<file path="src/rtl/bmap_pkg.sv">
package bmap_pkg;
  localparam int MAP_ENTRIES = 32;
  localparam int PHYS_W      = 22;
  localparam int BUS_W       = 18;
  localparam int REG_W       = 16;
  localparam int PAGE_OFF_W  = 13;
  localparam int IDX_W       = $clog2(MAP_ENTRIES);
  localparam int RADDR_W     = IDX_W + 2;
  localparam int HI_W        = PHYS_W - REG_W;
  localparam int WIDE_W      = 2 * REG_W;
  localparam logic [PHYS_W-1:0] IO_BASE = 22'o17760000;

  typedef struct packed {
    logic             wrEn;
    logic             byteMode;
    logic [IDX_W-1:0] idx;
    logic [1:0]       lane;
    logic             xlate;
  } mapStrobes_t;
endpackage

</file>
<file path="src/rtl/bmap_ctrl.sv">
module bmap_ctrl
  import bmap_pkg::*;
(
  input  logic               regWrEn,
  input  logic               regByte,
  input  logic [RADDR_W-1:0] regAddr,
  input  logic               xlateReq,
  output mapStrobes_t        stb
);
  always_comb begin
    stb.wrEn     = regWrEn;
    stb.byteMode = regByte;
    stb.idx      = regAddr[RADDR_W-1:2];
    stb.lane     = regAddr[1:0];
    stb.xlate    = xlateReq;
  end
endmodule

</file>
<file path="src/rtl/bmap_datapath.sv">
module bmap_datapath
  import bmap_pkg::*;
(
  input  logic              clk,
  input  logic              rstN,
  input  mapStrobes_t       stb,
  input  logic [REG_W-1:0]  wrData,
  input  logic              mapEnable,
  input  logic [BUS_W-1:0]  busAddr,
  output logic [REG_W-1:0]  rdData,
  output logic [PHYS_W-1:0] physAddr
);
  localparam int PAGE_W = BUS_W - PAGE_OFF_W;
  localparam logic [PAGE_W-1:0] TOP_PAGE = '1;

  logic [PHYS_W-1:0] entryArr [MAP_ENTRIES];
  logic [PHYS_W-1:0] selEntry;
  logic [WIDE_W-1:0] laneMask, laneData, merged;
  logic [PHYS_W-1:0] storeVal;
  logic [4:0]        shiftAmt;

  // write merge: place data at the lane shift, keep other bytes
  always_comb begin
    selEntry = entryArr[stb.idx];
    if (stb.byteMode) begin
      shiftAmt = {stb.lane, 3'b000};
      laneMask = {{(WIDE_W-8){1'b0}}, 8'hFF} << shiftAmt;
      laneData = {{(WIDE_W-8){1'b0}}, wrData[7:0]} << shiftAmt;
    end else begin
      shiftAmt = {stb.lane[1], 4'b0000};
      laneMask = {{(WIDE_W-REG_W){1'b0}}, {REG_W{1'b1}}} << shiftAmt;
      laneData = {{(WIDE_W-REG_W){1'b0}}, wrData} << shiftAmt;
    end
    merged   = ({{(WIDE_W-PHYS_W){1'b0}}, selEntry} & ~laneMask) | laneData;
    storeVal = {merged[PHYS_W-1:1], 1'b0};
  end

  for (genvar i = 0; i < MAP_ENTRIES; i++) begin : g_entry
    always_ff @(posedge clk) begin
      if (!rstN)
        entryArr[i] <= '0;
      else if (stb.wrEn && (stb.idx == IDX_W'(i)))
        entryArr[i] <= storeVal;
    end
  end

  // register read
  always_comb begin
    if (stb.lane[1])
      rdData = {{(REG_W-HI_W){1'b0}}, selEntry[PHYS_W-1:REG_W]};
    else
      rdData = {selEntry[REG_W-1:1], 1'b0};
  end

  // translator
  logic [PAGE_W-1:0]     pageNum;
  logic [PAGE_OFF_W-1:0] pageOff;
  logic [PHYS_W-1:0]     nextPhys;

  always_comb begin
    pageNum = busAddr[BUS_W-1:PAGE_OFF_W];
    pageOff = busAddr[PAGE_OFF_W-1:0];
    if (!mapEnable)
      nextPhys = PHYS_W'(busAddr);
    else if (pageNum == TOP_PAGE)
      nextPhys = IO_BASE + PHYS_W'(pageOff);
    else
      nextPhys = entryArr[pageNum] + PHYS_W'(pageOff);
  end

  always_ff @(posedge clk) begin
    if (!rstN)
      physAddr <= '0;
    else if (stb.xlate)
      physAddr <= nextPhys;
  end


  lo_bit_zero_chk: assert property (@(posedge clk) disable iff (!rstN)
    !stb.lane[1] |-> rdData[0] == 1'b0);


  hi_zero_chk: assert property (@(posedge clk) disable iff (!rstN)
    stb.lane[1] |-> rdData[REG_W-1:HI_W] == '0);


  lane3_ignore_chk: assert property (@(posedge clk) disable iff (!rstN)
    (stb.wrEn && stb.byteMode && stb.lane == 2'd3 && !stb.xlate)
      |=> entryArr[$past(stb.idx)] == $past(selEntry));


  io_page_chk: assert property (@(posedge clk) disable iff (!rstN)
    (stb.xlate && mapEnable && pageNum == TOP_PAGE)
      |=> physAddr[PHYS_W-1:PAGE_OFF_W] == IO_BASE[PHYS_W-1:PAGE_OFF_W]);


  bypass_chk: assert property (@(posedge clk) disable iff (!rstN)
    (stb.xlate && !mapEnable) |=> physAddr == PHYS_W'($past(busAddr)));


  hold_chk: assert property (@(posedge clk) disable iff (!rstN)
    !stb.xlate |=> $stable(physAddr));
endmodule

</file>
<file path="src/rtl/bus_map_xlate.sv">
module bus_map_xlate
  import bmap_pkg::*;
(
  input  logic               clk,
  input  logic               rstN,
  input  logic               regWrEn,
  input  logic               regByte,
  input  logic [RADDR_W-1:0] regAddr,
  input  logic [REG_W-1:0]   regWdata,
  output logic [REG_W-1:0]   regRdata,
  input  logic               mapEnable,
  input  logic               xlateReq,
  input  logic [BUS_W-1:0]   busAddr,
  output logic [PHYS_W-1:0]  physAddr
);
  mapStrobes_t stb;

  bmap_ctrl u_ctrl (
    .regWrEn (regWrEn),
    .regByte (regByte),
    .regAddr (regAddr),
    .xlateReq(xlateReq),
    .stb     (stb)
  );

  bmap_datapath u_dp (
    .clk      (clk),
    .rstN     (rstN),
    .stb      (stb),
    .wrData   (regWdata),
    .mapEnable(mapEnable),
    .busAddr  (busAddr),
    .rdData   (regRdata),
    .physAddr (physAddr)
  );
endmodule

</file>
<file path="config.mk">
export PLATFORM = sky130hd
export DESIGN_NAME = bus_map_xlate
export DESIGN_NICKNAME = d
export VERILOG_FILES = /design/src/rtl/bmap_pkg.sv /design/src/rtl/bmap_ctrl.sv /design/src/rtl/bmap_datapath.sv /design/src/rtl/bus_map_xlate.sv
export SDC_FILE = /design/constraint.sdc
export NUM_CORES = 1
export LEC_CHECK = 0
export BUFFER_PORTS_ARGS = -buffer_cell sky130_fd_sc_hd__buf_4
export CORE_MARGIN = 1
export CORE_UTILIZATION = 37
export CTS_CLUSTER_SIZE = 30
export DETAILED_ROUTE_END_ITERATION = 8
export GPL_ROUTABILITY_DRIVEN = 0
export PLACE_DENSITY = 0.55
export SYNTH_ARGS = -nofsm -noshare
export SYNTH_HDL_FRONTEND = slang
export SYNTH_SLANG_ARGS = --single-unit
export TNS_END_PERCENT = 10
</file>
<file path="constraint.sdc">
create_clock -name clk -period 4.3 [get_ports clk]
set_input_delay 0.43 -clock clk [delete_from_list [all_inputs] [get_ports clk]]
set_output_delay 0.43 -clock clk [all_outputs]
set_load 0.03 [all_outputs]
</file>
==> impl_metrics.py <==
metrics = {
    "run_status": {
        "status": "finished, final reports clean",
    },
    "drt": {
        "wirelength_mm": 131,
        "wire_per_inst_um": 32.6,
        "first_pass_iters": 6,
        "final_antenna_net_count": 0,
        "first_iter_violations": 3230,
        "avgViaCountPerCell": 6.26,
        "drc": 0,
        "vias": 25200,
    },
    "floorplanning": {
        "die_h_um": 316,
        "start_util_pct": 37.6,
        "die_w_um": 316,
        "num_rows": 114,
        "ios": 85,
        "core-area_um2": 97300,
        "die_area_um2": 100000,
    },
    "setup_path": {
        "cp_max_fo": 51,
        "start_kind": "primary input",
        "slowest_delay_ns": 0.54,
        "cp.required_ns": 3.87,
        "arrival_ns": 3.39,
        "critPathSlowestCell": "mux4_2",
        "critPathTopFamily": "multiplexers",
        "critPathCaptureType": "output pin",
        "path_cells": "buf_8, buf_4, mux4_2, mux4_2, mux2i_1, mux2i_1, buf_4",
        "critPathKind": "in2out",
        "worst-path-buf-inv": 3,
    },
    "clock_tree": {
        "post_cts_resized": 0,
        "cts_buffer_depth": 3,
        "clk_latency_ns": 0.65,
        "tritoncts": "built",
        "holdBufCountCts": 0,
        "cts_setup_buffers": 0,
        "cts.clk_slew.worst_paths_ns": 0.06,
        "clockRootBuffer": "clkbuf_16",
        "cts_buffers": 77,
        "cts_htree_levels": 3,
        "clock-sinks": 694,
    },
    "placement": {
        "hpwlAfterDp_mm": 82.5,
        "io_buffers": 84,
    },
    "run": {
        "drv_cap": 0,
    },
    "pwr": {
        "pwr-share-clk_pct": 38.1,
        "netSwitchingPower_uw": 4500,
        "switching_share_pct": 26.8,
        "internal-power_uw": 12300,
        "pwr-share-seq_pct": 46.5,
        "peakVddDrop_uv": 288,
        "pwr-share-comb_pct": 15.4,
        "p_leak_uw": 0.0152,
        "power_per_cell_area_nw_per_um2": 402,
    },
    "yosys": {
        "synthSimpleGateAreaFrac_pct": 9.61,
        "synthAdderAreaFrac_pct": 0.465,
        "synth_compound_gate_area_share_pct": 4.31,
        "synth.area.mux_share_pct": 25.1,
        "synth_warnings": 0,
        "synth_cell_type_count": 62,
        "ys_seq_area_share_pct": 56.4,
        "yosys.area_share.xor_xnor_pct": 0.311,
        "async_flop_share_pct": 0,
        "synth-main-ff-cell": "edfxtp_1",
        "syn_area_um2": 36600,
        "ys_ff_latch": 694,
        "synth_fp_nets": 2656,
        "synthCells": 2596,
        "synth_top_family_by_area": "multiplexers",
        "synth_area_per_cell_um2": 14.1,
        "synth_edf_count": 672,
    },
    "global_routing": {
        "grt_pass1_wl_mm": 184,
        "grt_max_degree": 61,
        "grt_usage_pct": 26.3,
        "antenna_found_initial": 1,
        "grt_pass1_vias": 25100,
        "gr-total-overflow": 0,
    },
    "final_layout": {
        "regArea_um2": 20600,
        "syn2layout_area_growth_pct": 14.4,
        "multi_input_area_um2": 14700,
        "drive_gt1_share_pct": 28.5,
        "nFillCells": 8859,
        "postLayoutCoreUtil_pct": 43.0,
        "nets": 2742,
    },
    "sta": {
        "setup_viol": 0,
        "holdWs_ns": 0.0554,
        "rsz0062_at_grt": "no",
        "skew_ns": 0.0337,
        "period_share_pct": 88.8,
        "hold_viol_final": 0,
        "max_freq_mhz": 262,
        "worstMarginPinSlew_ns": 1.19,
        "period_needed_ns": 3.82,
        "final_max_slew_viol_count": 0,
        "setup-tns-final_ns": 0,
        "max_slew_margin_pct": 20.2,
    },
    "hold_path": {
        "hold_path.class": "in2reg",
    },
}
-- state kept, by name, summed over array words and instances, names as in the netlist --
name / cells
u_dp.entryArr: 672
u_dp.physAddr: 22
-- layout by cell type (no fill, tap or decap), types with 23 or more instances in the layout --
| master | netlist | layout |
|---|---|---|
| a21oi_1 | 43 | 41 |
| buf_12 | 3 | 31 |
| buf_4 | 28 | 237 |
| clkbuf_16 | 0 | 79 |
| edfxtp_1 | 672 | 672 |
| mux2i_1 | 129 | 129 |
| mux4_2 | 336 | 336 |
| nand2_1 | 75 | 68 |
| nand3_1 | 25 | 23 |
| nor2_1 | 731 | 731 |
| o21ai_0 | 57 | 25 |
| o21ai_2 | 12 | 45 |
-- worst paths after layout --
path | to | slack, ns | depth (start not counted) | startpoint
setup / recovery | regRdata[4] | 0.48 | 7 | regAddr[2]
hold / removal | u_dp.physAddr[0] | 0.06 | 3 | busAddr[0]
setup reg to reg | u_dp.physAddr[21] | 0.50 | 14 | u_dp.entryArr[8][2]
hold reg to reg | u_dp.physAddr[19] | 0.47 | 1 | u_dp.physAddr[19]
-- final cells by class --
type / count / area share [%]
multi-input cells: 1627 / 35.2
diodes: 1 / 0.00599
repair buffers: 272 / 5.87
clock inverters: 38 / 0.781
well taps: 1276 / 3.82
flip-flops and latches: 694 / 49.3
clock buffers: 97 / 4.89
inverters: 10 / 0.0898
-- power groups by stage --
stage,clock network [uW],registers (uW),logic (uW)
after floorplan,0,7940,1530
after global placement,0,7930,2520
after detailed placement,0,7950,2540
after CTS,6480,7810,2550
after global routing,6710,7840,2690
final,6410,7810,2590
-- cells by family (layout without fill, tap and decap cells) --
logic type / after synthesis / in the layout
and+or+nand+nor: 886 / 886
DFF: 694 / 694
muxes: 479 / 479
buffers and inverters: 275 / 417
AOI/OAI and AO/OA: 236 / 236
adders and majority gates: 13 / 13
xor gates and xnor gates: 13 / 13
other: 0 / 1
-- synth_stat cells, drive strengths merged (3+ instances only) --
cell type / number / share of area [%]
a211o: 5 / 0.12
nand2b: 5 / 0.086
a31oi: 11 / 0.19
mux2: 3 / 0.092
o21ai: 74 / 1.1
o31a: 6 / 0.14
nand3b: 3 / 0.062
o221ai: 15 / 0.36
a311oi: 5 / 0.12
a21oi: 43 / 0.59
nand2: 75 / 0.77
edfxtp: 672 / 55
mux2i: 129 / 3.5
a2111oi: 5 / 0.12
xnor2: 11 / 0.26
inv: 10 / 0.10
a22o: 4 / 0.096
and3: 4 / 0.068
mux4: 347 / 21
or2: 3 / 0.051
nor2: 731 / 7.5
dfxtp: 22 / 1.2
nor2b: 22 / 0.38
nand3: 25 / 0.34
ha: 12 / 0.41
o211ai: 4 / 0.096
a22oi: 6 / 0.14
a21o: 8 / 0.16
a211oi: 10 / 0.21
clkbuf: 128 / 1.3
o22ai: 23 / 0.44
or3: 4 / 0.068
nand4: 3 / 0.068
buf: 137 / 2.4
nor3: 7 / 0.096
o22a: 8 / 0.19
-- worst reg2reg max path, stage by stage, from the launching register on --
cell	delay (ns)
edfxtp_1	0.40
mux4_2	0.47
mux2i_1	0.19
nor2_1	0.07
a2111oi_0	0.40
a21oi_1	0.25
ha_1	0.40
a21o_1	0.14
a21oi_2	0.06
o21ai_0	0.27
a41oi_1	0.21
a21oi_2	0.27
nand4_2	0.13
xnor2_1	0.16
a311oi_1	0.27
-- layer usage --
metal	routed length [um]	vias to the layer above	track usage, %
met1	51300	13000	36.2
met2	58200	1724	39.5
met3	15700	303	7.12
li1	-	10100	-
met4	5790	0	10.9
met5	0	-	0
-- stage by stage --
stage,total power [uW],cells,setup slack [ns],instance area [um2]
final,16800,4015,0.484,41800
after CTS,16800,4014,0.526,41800
after detailed placement,10500,3879,-0.0303,39400
after global placement,10400,3879,0.0356,39400
after floorplan,9470,2596,-0.0299,36600
after global routing,17200,4014,0.228,41800
(Power assumes the default switching activity.)
